File: src/rtl/sbm_pkg.sv
package sbm_pkg;
  localparam int FLD_W    = 4;
  localparam int LAT_LSB  = 24;
  localparam int DIV_LSB  = 20;
  localparam int TURN_LSB = 16;

  typedef enum logic [1:0] {
    ST_IDLE  = 2'd0,
    ST_RUN   = 2'd1,
    ST_DRAIN = 2'd2,
    ST_TURN  = 2'd3
  } seq_state_t;

  typedef struct packed {
    logic [FLD_W-1:0] lat;
    logic [FLD_W-1:0] div;
    logic [FLD_W-1:0] turn;
  } timing_t;
endpackage

File: src/rtl/sbm_cfg_reg.sv
module sbm_cfg_reg
  import sbm_pkg::*;
#(
  parameter logic [31:0] RST_VAL = 32'h0FFF_FFFF
) (
  input  logic          clk,
  input  logic          rst_n,
  input  logic          we,
  input  logic [31:0]   wdata,
  output timing_t       fields
);
  localparam timing_t RST_FIELDS = '{
    lat:  RST_VAL[LAT_LSB  +: FLD_W],
    div:  RST_VAL[DIV_LSB  +: FLD_W],
    turn: RST_VAL[TURN_LSB +: FLD_W]
  };

  timing_t fld_q;

  // Bits outside the three timing fields are accepted and dropped.
  logic unused_bits;
  assign unused_bits = ^{wdata[31:28], wdata[15:0]};

  always_ff @(posedge clk or negedge rst_n) begin
    if (!rst_n) begin
      fld_q <= RST_FIELDS;
    end else if (we) begin
      fld_q.lat  <= wdata[LAT_LSB  +: FLD_W];
      fld_q.div  <= wdata[DIV_LSB  +: FLD_W];
      fld_q.turn <= wdata[TURN_LSB +: FLD_W];
    end
  end

  assign fields = fld_q;
endmodule

File: src/rtl/sbm_mclk_gen.sv
module sbm_mclk_gen
  import sbm_pkg::*;
(
  input  logic             clk,
  input  logic             rst_n,
  input  logic             restart,
  input  logic             run,
  input  logic [FLD_W-1:0] div,
  output logic             mclk_en
);
  logic [FLD_W-1:0] phase;
  logic [FLD_W-1:0] lim;

  // Reserved divide value 0 behaves as divide-by-2.
  assign lim = (div == '0) ? FLD_W'(1) : div;

  always_ff @(posedge clk or negedge rst_n) begin
    if (!rst_n) begin
      phase <= '0;
    end else if (restart) begin
      phase <= '0;
    end else if (run) begin
      phase <= (phase == lim) ? '0 : phase + FLD_W'(1);
    end
  end

  assign mclk_en = run && (phase == '0);

  a_r3_no_adjacent_edges: assert property (@(posedge clk) disable iff (!rst_n)
    mclk_en |=> !mclk_en);

  a_r2_phase_in_range: assert property (@(posedge clk) disable iff (!rst_n)
    run |-> (phase <= lim));
endmodule

File: src/rtl/sbm_burst_ctrl.sv
module sbm_burst_ctrl
  import sbm_pkg::*;
#(
  parameter int DATA_W = 16,
  parameter int LEN_W  = 4
) (
  input  logic              clk,
  input  logic              rst_n,
  input  logic              req_valid,
  output logic              req_ready,
  input  logic [LEN_W-1:0]  req_len,
  input  logic              req_muxed,
  input  timing_t           cfg,
  input  logic              mclk_en,
  input  logic [DATA_W-1:0] rd_data,
  output logic              start,
  output logic              run,
  output logic [FLD_W-1:0]  act_div,
  output logic              dout_valid,
  output logic [DATA_W-1:0] dout_data,
  output logic              busy,
  output logic              bus_drive_ok
);
  localparam int ECNT_W = FLD_W + 1;

  seq_state_t        state;
  timing_t           act;
  logic [LEN_W-1:0]  act_len;
  logic              act_mux;
  logic [ECNT_W-1:0] ecnt;
  logic [ECNT_W-1:0] first_edge;
  logic [LEN_W-1:0]  bcnt;
  logic [FLD_W-1:0]  tcnt;
  logic              dv_q;
  logic [DATA_W-1:0] dd_q;

  assign req_ready    = (state == ST_IDLE);
  assign start        = req_valid && req_ready;
  assign run          = (state == ST_RUN);
  assign busy         = (state != ST_IDLE);
  assign bus_drive_ok = (state == ST_IDLE);
  assign act_div      = act.div;
  assign first_edge   = {1'b0, act.lat} + ECNT_W'(2);

  always_ff @(posedge clk or negedge rst_n) begin
    if (!rst_n) begin
      state   <= ST_IDLE;
      act     <= '0;
      act_len <= '0;
      act_mux <= 1'b0;
      ecnt    <= '0;
      bcnt    <= '0;
      tcnt    <= '0;
      dv_q    <= 1'b0;
      dd_q    <= '0;
    end else begin
      dv_q <= 1'b0;
      unique case (state)
        ST_IDLE: begin
          if (start) begin
            state   <= ST_RUN;
            act     <= cfg;
            act_len <= req_len;
            act_mux <= req_muxed;
            ecnt    <= '0;
            bcnt    <= '0;
          end
        end
        ST_RUN: begin
          if (mclk_en) begin
            if (ecnt >= first_edge) begin
              dv_q <= 1'b1;
              dd_q <= rd_data;
              if (bcnt == act_len) state <= ST_DRAIN;
              else                 bcnt  <= bcnt + LEN_W'(1);
            end else begin
              ecnt <= ecnt + ECNT_W'(1);
            end
          end
        end
        ST_DRAIN: begin
          if (act_mux) begin
            state <= ST_TURN;
            tcnt  <= act.turn;
          end else begin
            state <= ST_IDLE;
          end
        end
        ST_TURN: begin
          if (tcnt == '0) state <= ST_IDLE;
          else            tcnt  <= tcnt - FLD_W'(1);
        end
        default: state <= ST_IDLE;
      endcase
    end
  end

  assign dout_valid = dv_q;
  assign dout_data  = dd_q;

  a_r5_beat_follows_edge: assert property (@(posedge clk) disable iff (!rst_n)
    dout_valid |-> $past(mclk_en));

  a_r8_timing_frozen: assert property (@(posedge clk) disable iff (!rst_n)
    (busy && $past(busy)) |-> ($stable(act) && $stable(act_len) && $stable(act_mux)));

  a_r7_turn_only_muxed: assert property (@(posedge clk) disable iff (!rst_n)
    (state == ST_TURN) |-> (act_mux && tcnt <= act.turn));

  a_r6_release_after_beat: assert property (@(posedge clk) disable iff (!rst_n)
    ($fell(busy) && !act_mux) |-> $past(dout_valid));
endmodule

File: src/rtl/sbm_timing_seq.sv
module sbm_timing_seq
  import sbm_pkg::*;
#(
  parameter int          DATA_W  = 16,
  parameter int          LEN_W   = 4,
  parameter logic [31:0] CFG_RST = 32'h0FFF_FFFF
) (
  input  logic              clk,
  input  logic              rst_n,
  input  logic              cfg_we,
  input  logic [31:0]       cfg_wdata,
  input  logic              req_valid,
  output logic              req_ready,
  input  logic [LEN_W-1:0]  req_len,
  input  logic              req_muxed,
  input  logic [DATA_W-1:0] rd_data,
  output logic              mclk_en,
  output logic              dout_valid,
  output logic [DATA_W-1:0] dout_data,
  output logic              busy,
  output logic              bus_drive_ok
);
  timing_t          cfg_fields;
  logic             start;
  logic             run;
  logic [FLD_W-1:0] act_div;

  sbm_cfg_reg #(.RST_VAL(CFG_RST)) u_cfg (
    .clk    (clk),
    .rst_n  (rst_n),
    .we     (cfg_we),
    .wdata  (cfg_wdata),
    .fields (cfg_fields)
  );

  sbm_mclk_gen u_clk (
    .clk     (clk),
    .rst_n   (rst_n),
    .restart (start),
    .run     (run),
    .div     (act_div),
    .mclk_en (mclk_en)
  );

  sbm_burst_ctrl #(.DATA_W(DATA_W), .LEN_W(LEN_W)) u_ctrl (
    .clk          (clk),
    .rst_n        (rst_n),
    .req_valid    (req_valid),
    .req_ready    (req_ready),
    .req_len      (req_len),
    .req_muxed    (req_muxed),
    .cfg          (cfg_fields),
    .mclk_en      (mclk_en),
    .rd_data      (rd_data),
    .start        (start),
    .run          (run),
    .act_div      (act_div),
    .dout_valid   (dout_valid),
    .dout_data    (dout_data),
    .busy         (busy),
    .bus_drive_ok (bus_drive_ok)
  );

  a_r1_idle_no_edges: assert property (@(posedge clk) disable iff (!rst_n)
    !busy |-> (!mclk_en && !dout_valid));
endmodule

File: config.mk
export PLATFORM = sky130hd
export DESIGN_NAME = sbm_timing_seq
export DESIGN_NICKNAME = d
export VERILOG_FILES = /design/src/rtl/sbm_pkg.sv /design/src/rtl/sbm_cfg_reg.sv /design/src/rtl/sbm_mclk_gen.sv /design/src/rtl/sbm_burst_ctrl.sv /design/src/rtl/sbm_timing_seq.sv
export SDC_FILE = /design/constraint.sdc
export NUM_CORES = 1
export LEC_CHECK = 0
export BUFFER_PORTS_ARGS = -buffer_cell sky130_fd_sc_hd__buf_4
export CAP_MARGIN = 20
export CORE_MARGIN = 2
export CORE_UTILIZATION = 59
export CTS_BUF_LIST = sky130_fd_sc_hd__clkbuf_2
export DETAILED_ROUTE_END_ITERATION = 16
export PLACE_DENSITY = 0.9
export SETUP_SLACK_MARGIN = 0.05
export SYNTH_ARGS = -nofsm -noshare
export SYNTH_HDL_FRONTEND = slang
export SYNTH_SLANG_ARGS = --single-unit
File: constraint.sdc
create_clock -name clk -period 5 [get_ports clk]
set_input_delay 0.75 -clock clk [delete_from_list [all_inputs] [get_ports clk]]
set_output_delay 0.75 -clock clk [all_outputs]
set_load 0.1 [all_outputs]
After elaboration in Yosys (flattened, before gate mapping) --
Index checks and enable logic that the tools add are counted.
Word-level totals: flip-flop bits (word level) 65, output and inout port bits 21, logic and storage cells 77, input port bits 57
Operators by class: reductions and logical operators 16, add/sub/neg operators 5, order comparisons 1, mux-type cells 26, equal/unequal tests 14
Operators with widths (number):
- 2-to-1 mux 4 bit | 10
- one-hot mux 4 bit (2 select lines) | 2
- 2-to-1 mux 5 bit | 3
- logical NOT 4 bit | 3
- 2-to-1 mux 2 bit | 6
- != test 2 bit, second input constant | 5
- one-hot mux 5 bit (2 select lines) | 1
- AND reduction 5 bit | 2
- adder 4 x 1 -> 4 bit, second input constant | 2
- == test 4 bit | 2
- != test 2 x 1 -> 1 bit, second input constant | 4
- one-hot mux 2 bit (4 select lines) | 1
- nonzero test 2 bit | 4
- AND reduction 3 bit | 2
- adder 4 x 2 -> 5 bit, second input constant | 1
- adder 5 x 1 -> 5 bit, second input constant | 1
- >= comparator 5 bit | 1
- == test 2 bit, second input constant | 2
- AND reduction 4 bit | 1
- subtractor 4 x 1 -> 4 bit, second input constant | 1
- 2-to-1 mux 1 bit | 3
- == test 2 x 1 -> 1 bit, second input constant | 1
- logical AND 1 bit | 2
- logical NOT 2 bit | 1
- AND reduction 2 bit | 1

Logic depth before layout (Yosys ltp) --
Gate-level depths: netlist of the first run.
word-level depth 6, depth in mapped cells 9, mapped depth without buffers 8

Cells and area by module --
Synthesis of the first run repeated with hierarchy kept, for this count alone.
Second synthesis, totals: cells, all modules 288, area total of the unflattened synthesis 3181.8 sq um
By module, submodules not included:
- sbm_burst_ctrl | cells an instance 225, instances 1, area an instance 2347.3 sq um
- sbm_cfg_reg | cells an instance 25, instances 1, area an instance 499.2 sq um
- sbm_mclk_gen | cells an instance 38, instances 1, area an instance 335.3 sq um

Least setup slack after synthesis of the first run --
OpenSTA, ideal clock, no wires.
path type reg-to-output, start register u_ctrl.state[0], end output port busy, stages on the path, launching flop included 4, buffers on the path 1, arrival time 2.860 ns, path slack 1.390 ns, path through dfrtp_1 > buf_2 > nor2_1 > inv_1
On the way: longest elaborated chain between the ends 1
Ends and longest elaborated chain:
- start, declared | RTL line sbm_burst_ctrl.sv:26 | seq_state_t state;
- start signal, assigned | RTL line sbm_burst_ctrl.sv:47 | state <= ST_IDLE;
- start signal, assigned | RTL line sbm_burst_ctrl.sv:61 | state <= ST_RUN;
- start signal, assigned | RTL line sbm_burst_ctrl.sv:74 | if (bcnt == act_len) state <= ST_DRAIN;
- nonzero test 2 bit | RTL line sbm_burst_ctrl.sv:40 | assign busy = (state != ST_IDLE);
- end, declared | RTL line sbm_timing_seq.sv:20 | output logic busy,
No other way between the ends.

Worst setup path in the final report of the first run --
start register u_ctrl.act[9] in the netlist's numbering, end register u_ctrl.dd_q[13], in the netlist u_ctrl.dout_data[13]
On the way: longest elaborated chain between the ends 3
Ends and longest elaborated chain:
- start, declared | RTL line sbm_burst_ctrl.sv:27 | timing_t act;
- start signal, assigned | RTL line sbm_burst_ctrl.sv:62 | act <= cfg;
- adder 4 x 2 -> 5 bit | RTL line sbm_burst_ctrl.sv:43 | assign first_edge = {1'b0, act.lat} + ECNT_W'(2);
- >= comparator 5 bit | RTL line sbm_burst_ctrl.sv:71 | if (ecnt >= first_edge) begin
- AND reduction 3 bit (no source line)
- end signal, assigned | RTL line sbm_burst_ctrl.sv:73 | dd_q <= rd_data;
- end, declared | RTL line sbm_burst_ctrl.sv:35 | logic [DATA_W-1:0] dd_q;
No other way between the ends. A chain may end at the register's enable or synchronous reset.

==> results of run 1 <==
==> routing by layer <==
metal | wire [um] | share of wire | track usage
met3 | 213 | 0.035 | 0.0494
met1 | 2560 | 0.42 | 0.276
met4 | 96 | 0.016 | 0.0873
met5 | 0 | 0 | 0
met2 | 3250 | 0.53 | 0.390
==> worst max-delay path, delay by kind of cell, from the launching register on <==
kind | cells | cell delay (ps)
AO/OA/AOI/OAI | 3 | 510
adder cells (fa/ha/maj) | 2 | 600
buffers and inverters | 1 | 50
flip-flops | 1 | 450
multiplexers | 1 | 420
AND/OR/NAND/NOR | 1 | 380
==> cells by family after synthesis <==
| group | count (synthesis) | share of synthesized area |
|---|---|---|
| AOI/OAI and AO/OA | 43 | 0.0976 |
| muxes | 33 | 0.127 |
| buffers and inverters | 23 | 0.0331 |
| adders and majority gates | 11 | 0.0438 |
| and+or+nand+nor | 100 | 0.147 |
| DFF | 65 | 0.523 |
| xor gates and xnor gates | 10 | 0.0279 |
==> metrics by stage <==
step	hold WS, ps	worst slack (ps)	instances
finish	326	2460	418
global route	363	2360	418
CTS	339	2450	418
detailed placement	471	2510	402
global placement	464	2580	402
floorplan	437	1390	285
==> cells in the final DEF, fill, tap and decap left out, types with 2 or more instances in the layout <==
cell,instances
nand2_1,63
buf_4,58
dfrtp_1,53
mux2_2,20
inv_1,12
clkbuf_2,12
dfstp_2,12
ha_1,11
a21oi_1,9
mux2_4,9
nand2b_1,8
o21ai_0,8
xnor2_1,7
nor2_1,7
nand3_1,5
mux2i_1,4
nor3_1,4
nand4_1,3
xor2_1,3
nor2b_1,2
and3_1,2
a21o_1,2
o21a_1,2
o311ai_0,2
o31ai_1,2
nor3b_1,2
o22ai_1,2
a211oi_1,2
a32o_1,2
clkinv_2,2
==> flip-flops by register name (all words and copies together) (netlist names) <==
| name | flops |
|---|---|
| u_cfg.fields | 12 |
| u_clk.phase | 4 |
| u_ctrl.act | 8 |
| u_ctrl.act_div | 4 |
| u_ctrl.act_len | 4 |
| u_ctrl.act_mux | 1 |
| u_ctrl.bcnt | 4 |
| u_ctrl.dout_data | 16 |
| u_ctrl.dout_valid | 1 |
| u_ctrl.ecnt | 5 |
| u_ctrl.state | 2 |
| u_ctrl.tcnt | 4 |
==> final timing paths <==
| path | startpoint | end | slack (ps) | depth (start not counted) |
|---|---|---|---|---|
| max | u_ctrl.act[9]$_DFFE_PN0P_ | u_ctrl.dout_data[13]$_DFFE_PN0P_ | 2460 | 8 |
| min | rst_n | u_ctrl.act[9]$_DFFE_PN0P_ | 330 | 1 |
| max reg2reg | u_ctrl.act[9]$_DFFE_PN0P_ | u_ctrl.dout_data[13]$_DFFE_PN0P_ | 2460 | 8 |
| min reg2reg | u_cfg.fields[11]$_DFFE_PN1P_ | u_ctrl.act[11]$_DFFE_PN0P_ | 480 | 2 |
| max in group asynchronous | rst_n | u_ctrl.tcnt[0]$_DFFE_PN0P_ | 4140 | 1 |
| min in group clk | req_len[3] | u_ctrl.act_len[3]$_DFFE_PN0P_ | 430 | 3 |
==> cell type report <==
class,instances,area share
Sequential cell,65,0.443
Multi-Input combinational cell,197,0.376
Inverter,12,0.0121
Tap cell,70,0.0236
Clock inverter,4,0.0118
Clock buffer,12,0.0162
Timing Repair Buffer,58,0.117
==> impl_metrics.ini, run 1 <==
[sta]
report.final.slew_viol_count = 0
finalCritPeriodShare = 0.508
final.setup.tns_ps = 0
hold_viol = 0
skew_ps = 20.8
setup_viol = 0
fmax_ghz = 0.394
rsz0062_at_grt = no
fin_crit_ps = 2540
worstMarginPinSlew_ps = 871
max-slew-margin-rel = 0.418

[routing]
drtIter0Drc = 225
drt-total-wl_um = 6120
drc = 0
wl_per_cell_um = 14.7
vias = 2286
via_per_inst = 5.47
antenna_left = 0
drtPass1Iterations = 4

[floorplanning]
core_um2 = 5110
start_util = 0.615
ioPinCount = 78
rows = 26
dieArea_um2 = 5920
die_h_um = 77.0
fp.dieW_um = 77.0

[yosys]
synth.cells.most_frequent = nand2_1, dfrtp_1, mux2_2
ys_warn_count = 0
synth-edff-count = 0
synth-main-ff-cell = dfrtp_1
synth.area.top_cells = dfrtp_1, dfstp_2, nand2_1, mux2_2, ha_1
syn_area_per_cell_um2 = 11.0
synth_top_cell_area_share = 0.422
yosysSeqAreaShare = 0.523
yosysTopAreaCell = dfrtp_1
yosysMostFrequentCell = nand2_1
syn_nets = 353
synth_cell_types = 48
syn_inst = 285
synth_seq_cells = 65
syn_area_um2 = 3140
ys_async_sr_fraction = 1.00

[clock_network]
holdBufCountCts = 0
cts-root-buf = clkbuf_2
numCtsBuffers = 9
clockBufferDepth = 2
cts_htree_levels = 3
cts_tree = built
clock_latency_ps = 490
clk_pin_slew_ps = 170
cts_setup_buffers = 0
ctsResizeCount = 0
cts.sinks = 65

[place]
dp_hpwl_um = 4380
gp_congestion = 0.753
port_buffers = 57
place_area_um2 = 3600

[grt]
grt_max_degree = 66
grt_pass1_wl_um = 10600
grt-ovfl-total = 0
grt_usage = 0.226
antenna_found_initial = 0
grt_pass1_vias = 2404

[layout]
diodes = 0
drive_gt1_frac = 0.339
fin_util = 0.726
postLayoutCellArea_um2 = 3710
area_growth_syn_to_layout_pct = 18.1
finish.net_count = 411
multi_input_area_um2 = 1400
fill_cells = 381
regArea_um2 = 1640

[hold_path]
min_path_type = input port to asynchronous set/reset pin

[critical_path]
cp_data_arrival_time_ps = 2920
cpPeakStageDelay_ps = 450
crit_path_end_kind = flip-flop
crit_path_frequent_cell = ha_1
start_kind = flip-flop
slowest_stage = dfrtp_1
cp_cell_sequence = ha_1 -> inv_1 -> ha_1 -> a21o_1 -> a31oi_2 -> o21ai_4 -> nand4_4 -> mux2_4
critPathKind = flip-flop to flip-flop
path_max_fanout = 17
critical_path_required_ps = 5380

[status]
status = finished clean

[run]
max-cap-violations = 0
Power of run 1 is not shown: default switching activity piles up to over one toggle a cycle in this logic, so the estimate is an artifact.
==> run 2, diff against run 1 <==
- CORE_UTILIZATION: 59 -> 50
- PLACE_DENSITY: 0.9 -> 0.82
- clock period: 5 -> 2.2 ns (I/O delays scaled with it)
==> impl_metrics.ini, run 2 (synthesis results as in run 1) <==
[run]
max-cap-violations = 0

[routing]
via_per_inst = 5.35
vias = 2358
drtPass1Iterations = 4
drt-total-wl_um = 6180
antenna_left = 0
drtIter0Drc = 164
wl_per_cell_um = 14.0
drc = 0

[sta]
rsz0062_at_grt = yes
finalCritPeriodShare = 0.964
skew_ps = 29.1
hold_viol = 0
setup_viol = 0
fmax_ghz = 0.471
fin_crit_ps = 2120
max-slew-margin-rel = 0.467
worstMarginPinSlew_ps = 800
report.final.slew_viol_count = 0

[floorplanning]
fp.dieW_um = 83.3
start_util = 0.524
die_h_um = 83.3
rows = 28
ioPinCount = 78
dieArea_um2 = 6930
core_um2 = 5990

[grt]
grt_pass1_wl_um = 10400
grt_pass1_vias = 2327
antenna_found_initial = 0
grt_max_degree = 66
grt-ovfl-total = 0
grt_usage = 0.186

[critical_path]
cp_data_arrival_time_ps = 2510
critPathKind = flip-flop to flip-flop
crit_path_end_kind = flip-flop
cp_cell_sequence = ha_4 -> inv_2 -> ha_4 -> a21o_1 -> a31oi_4 -> o21ai_4 -> nand4_4 -> clkbuf_16 -> mux2_4
critPathBufInv = 2
path_max_fanout = 8
slowest_stage = dfrtp_1
crit_path_frequent_cell = ha_4
start_kind = flip-flop
cpPeakStageDelay_ps = 440
critical_path_required_ps = 2590
crit_family = adder cells

[layout]
postLayoutCellArea_um2 = 3960
finish.net_count = 429
diodes = 0
drive_gt1_frac = 0.399
largest_reg_flops = 16
final_common_cell = buf_4
area_growth_syn_to_layout_pct = 26.0
fin_util = 0.661
mostFrequentLayoutCells = buf_4, nand2_1, dfrtp_1, mux2_2
final_cells = 441
fill_cells = 465

[place]
place_area_um2 = 3680
dp_hpwl_um = 4270
port_buffers = 57
gp_congestion = 0.781
dp_cells = 413

[hold_path]
min_path_type = input port to flip-flop

[clock_network]
numCtsBuffers = 9
clockBufferDepth = 2
cts.sinks = 65
cts_tree = built
clock_latency_ps = 500
cts-root-buf = clkbuf_2
cts_htree_levels = 3
clk_pin_slew_ps = 160

[power]
p_leak_nw = 1.93
p_per_area_nw_per_um2 = 1710
peakVddDrop_uv = 1240
total_power_mw = 6.76

[status]
status = finished clean
==> run 2: metrics by stage <==
stage	setup WS, ps	hold WS, ps	TNS [ps]
after floorplan	-0.907	34.4	-8.16
after global placement	-24.2	461	-213
after detailed placement	-62.6	472	-779
after CTS	41.0	7.83	0
after global routing	-19.0	7.63	-25.4
final	78.5	30.2	0
==> run 2: routing by layer <==
layer	part of all wire	up-vias	global-route usage	wire, um
li1	-	1129	-	-
met1	0.43	1152	0.223	2660
met2	0.51	59	0.322	3150
met3	0.034	18	0.0288	211
met4	0.025	0	0.0984	154
met5	0	-	0	0
==> run 2: area by class of cell <==
cell class | count | area, um2 | share of cell area
Clock buffer | 12 | 60.1 | 0.0152
Clock inverter | 4 | 45.0 | 0.0114
Inverter | 12 | 45.0 | 0.0114
Multi-Input combinational cell | 197 | 1460 | 0.369
Sequential cell | 65 | 1640 | 0.415
Tap cell | 75 | 93.8 | 0.0237
Timing Repair Buffer | 76 | 611 | 0.154
==> run 2: final timing paths <==
kind,endpoint,cells after the start,startpoint,slack [ps]
hold / removal,u_ctrl.act_len[2]$_DFFE_PN0P_,3,req_len[2],30
setup reg to reg,u_ctrl.dout_data[0]$_DFFE_PN0P_,9,u_ctrl.act[10]$_DFFE_PN0P_,80
hold reg to reg,u_ctrl.act[1]$_DFFE_PN0P_,2,u_cfg.fields[1]$_DFFE_PN1P_,500
setup / recovery,u_ctrl.dout_data[0]$_DFFE_PN0P_,9,u_ctrl.act[10]$_DFFE_PN0P_,80
min in group asynchronous,u_ctrl.tcnt[3]$_DFFE_PN0P_,2,rst_n,460
max in group asynchronous,u_ctrl.state[0]$_DFFE_PN0P_,2,rst_n,1180
==> run 2: power by group <==
group	switching [mW]	internal, mW	leakage, nW
combinational	2.57	1.46	1.07
clock	0.410	0.272	0.0757
sequential	0.382	1.67	0.781
total	3.36	3.40	1.93
==> run 2: what timing repair did <==
item / CTS / global route
buffers inserted: 2 / 6
resized for setup: 4 / 10
endpoints found under the hold margin: 54 / 0
pin swaps: 1 / 0
cloned: 0 / 2
endpoints found under the setup margin: 22 / 24
hold buffers: 2 / 0
==> run 2: worst reg2reg max path: stages (launching register included) <==
cell,delay (ps)
dfrtp_1,440
ha_4,270
inv_2,40
ha_4,260
a21o_1,150
a31oi_4,60
o21ai_4,190
nand4_4,140
clkbuf_16,200
mux2_4,290
(Power assumes the default switching activity.)
==> run 3, diff against run 2 <==
- CORE_MARGIN: 2 -> 1.5
==> impl_metrics.ini, run 3 (synthesis results as in run 1) <==
[place]
port_buffers = 57
dp_cells = 413
dp_hpwl_um = 4310
gp_congestion = 0.796

[layout]
largest_reg_flops = 16
drive_gt1_frac = 0.386
final_cells = 438
area_growth_syn_to_layout_pct = 24.6
final_common_cell = buf_4
fin_util = 0.653
finish.net_count = 426
diodes = 0
mostFrequentLayoutCells = buf_4, nand2_1, dfrtp_1, mux2_2, dfstp_2

[clock_network]
clockBufferDepth = 2
clock_latency_ps = 510
cts_htree_levels = 3
cts_tree = built
clk_pin_slew_ps = 160
cts.sinks = 65
numCtsBuffers = 9
cts-root-buf = clkbuf_2

[critical_path]
rr_startpoint = u_ctrl.act[9]$_DFFE_PN0P_
path_max_fanout = 9
cp_data_arrival_time_ps = 2570
critPathKind = flip-flop to flip-flop
crit_path_end_kind = flip-flop
reg2regPathDepth = 9
reg2reg_to = u_ctrl.dout_data[10]$_DFFE_PN0P_
start_kind = flip-flop
critical_path_required_ps = 2600
r2r_slack_ps = 30

[power]
p_leak_nw = 1.91
comb_power_share = 0.604
swShare = 0.508
clkPwrFrac = 0.088
p_int_mw = 3.27
power_frac_seq = 0.308
peakVddDrop_uv = 1300
p_per_area_nw_per_um2 = 1700
switchingPower_mw = 3.38

[routing]
vias = 2332
drc = 0
drtIter0Drc = 165
wl_per_cell_um = 14.1
drt-total-wl_um = 6160
drtPass1Iterations = 4
antenna_left = 0
via_per_inst = 5.32

[status]
status = finished clean

[floorplanning]
ioPinCount = 78
dieArea_um2 = 6770
start_util = 0.524
core_um2 = 5990
rows = 28
fp.dieW_um = 82.3
die_h_um = 82.3

[sta]
worstMarginPinSlew_ps = 812
skew_ps = 27.4
setup_viol = 0
report.final.slew_viol_count = 0
fin_crit_ps = 2170
hold_viol = 0
max-slew-margin-rel = 0.458
rsz0062_at_grt = yes
finalCritPeriodShare = 0.987
fmax_ghz = 0.460

[hold_path]
min_to = u_ctrl.act_len[0]$_DFFE_PN0P_
min_path_type = input port to flip-flop
min_delay_path_depth = 3
hold_start = req_len[0]

[run]
max-cap-violations = 0

[grt]
antenna_found_initial = 0
grt_max_degree = 66
grt_pass1_vias = 2221
grt_pass1_wl_um = 9950
grt_usage = 0.198
grt-ovfl-total = 0
[run 3: metal layers]
metal | track usage | wire (um)
met4 | 0.127 | 196
met3 | 0.0275 | 190
met2 | 0.327 | 3120
met5 | 0 | 0
met1 | 0.243 | 2650
[run 3: repair_timing]
action | in CTS | in global routing
gates cloned | 0 | 1
endpoints found under the hold margin | 56 | 0
resized for setup | 4 | 10
buffers inserted | 4 | 0
hold buffers | 4 | 0
pin swaps | 0 | 6
setup endpoints to repair | 22 | 26
[run 3: layout make-up]
| cell class | count | area [um2] |
|---|---|---|
| inverters | 12 | 45.0 |
| fillers | 458 | 2080 |
| multi-input cells | 197 | 1450 |
| flip-flops and latches | 65 | 1640 |
| well taps | 75 | 93.8 |
| repair buffers | 73 | 596 |
| clock inverters | 6 | 35.0 |
| clock buffers | 10 | 50.0 |
[run 3: worst max-delay path: stages (launching register included)]
cell,delay (ps)
dfrtp_1,410
ha_1,300
inv_2,80
ha_4,200
a21o_1,180
a31oi_4,200
o21ai_4,110
nand4_4,130
buf_12,150
mux2_2,320
[run 3: worst max-delay path by stage]
stage | end | slack (ps) | cells past startpoint | startpoint
final | u_ctrl.dout_data[10]$_DFFE_PN0P_ | 30 | 9 | u_ctrl.act[9]$_DFFE_PN0P_
after global routing | u_ctrl.dout_data[2]$_DFFE_PN0P_ | -40 | 9 | u_ctrl.act[10]$_DFFE_PN0P_
after CTS | mclk_en | 30 | 3 | u_ctrl.state[1]$_DFFE_PN0P_
after detailed placement | u_ctrl.dout_data[1]$_DFFE_PN0P_ | -100 | 8 | u_ctrl.act[10]$_DFFE_PN0P_
after global placement | u_ctrl.dout_data[3]$_DFFE_PN0P_ | -20 | 8 | u_ctrl.act[10]$_DFFE_PN0P_
after floorplan | u_ctrl.dout_data[0]$_DFFE_PN0P_ | -0.9 | 9 | u_ctrl.act[9]$_DFFE_PN0P_
[run 3: stage by stage]
stage	hold slack [ps]	area (um2)	setup WS, ps	TNS, ps	total power, mW
2_1_floorplan	34.4	3170	-0.907	-8.16	5.00
3_3_place_gp	462	3680	-24.4	-236	5.71
4_1_cts	2.50	3860	27.8	0	6.54
6_report	24.3	3910	27.7	0	6.65
5_1_grt	5.41	3910	-43.0	-458	7.06
3_5_place_dp	471	3680	-96.1	-1350	5.83
[run 3: power groups by stage]
stage | combinational, mW | sequential (mW) | clock (mW)
after floorplan | 1.89 | 3.12 | 0
after global placement | 3.66 | 2.05 | 0
after detailed placement | 3.77 | 2.07 | 0
after CTS | 3.90 | 2.04 | 0.594
after global routing | 4.30 | 2.12 | 0.642
final | 4.02 | 2.05 | 0.582
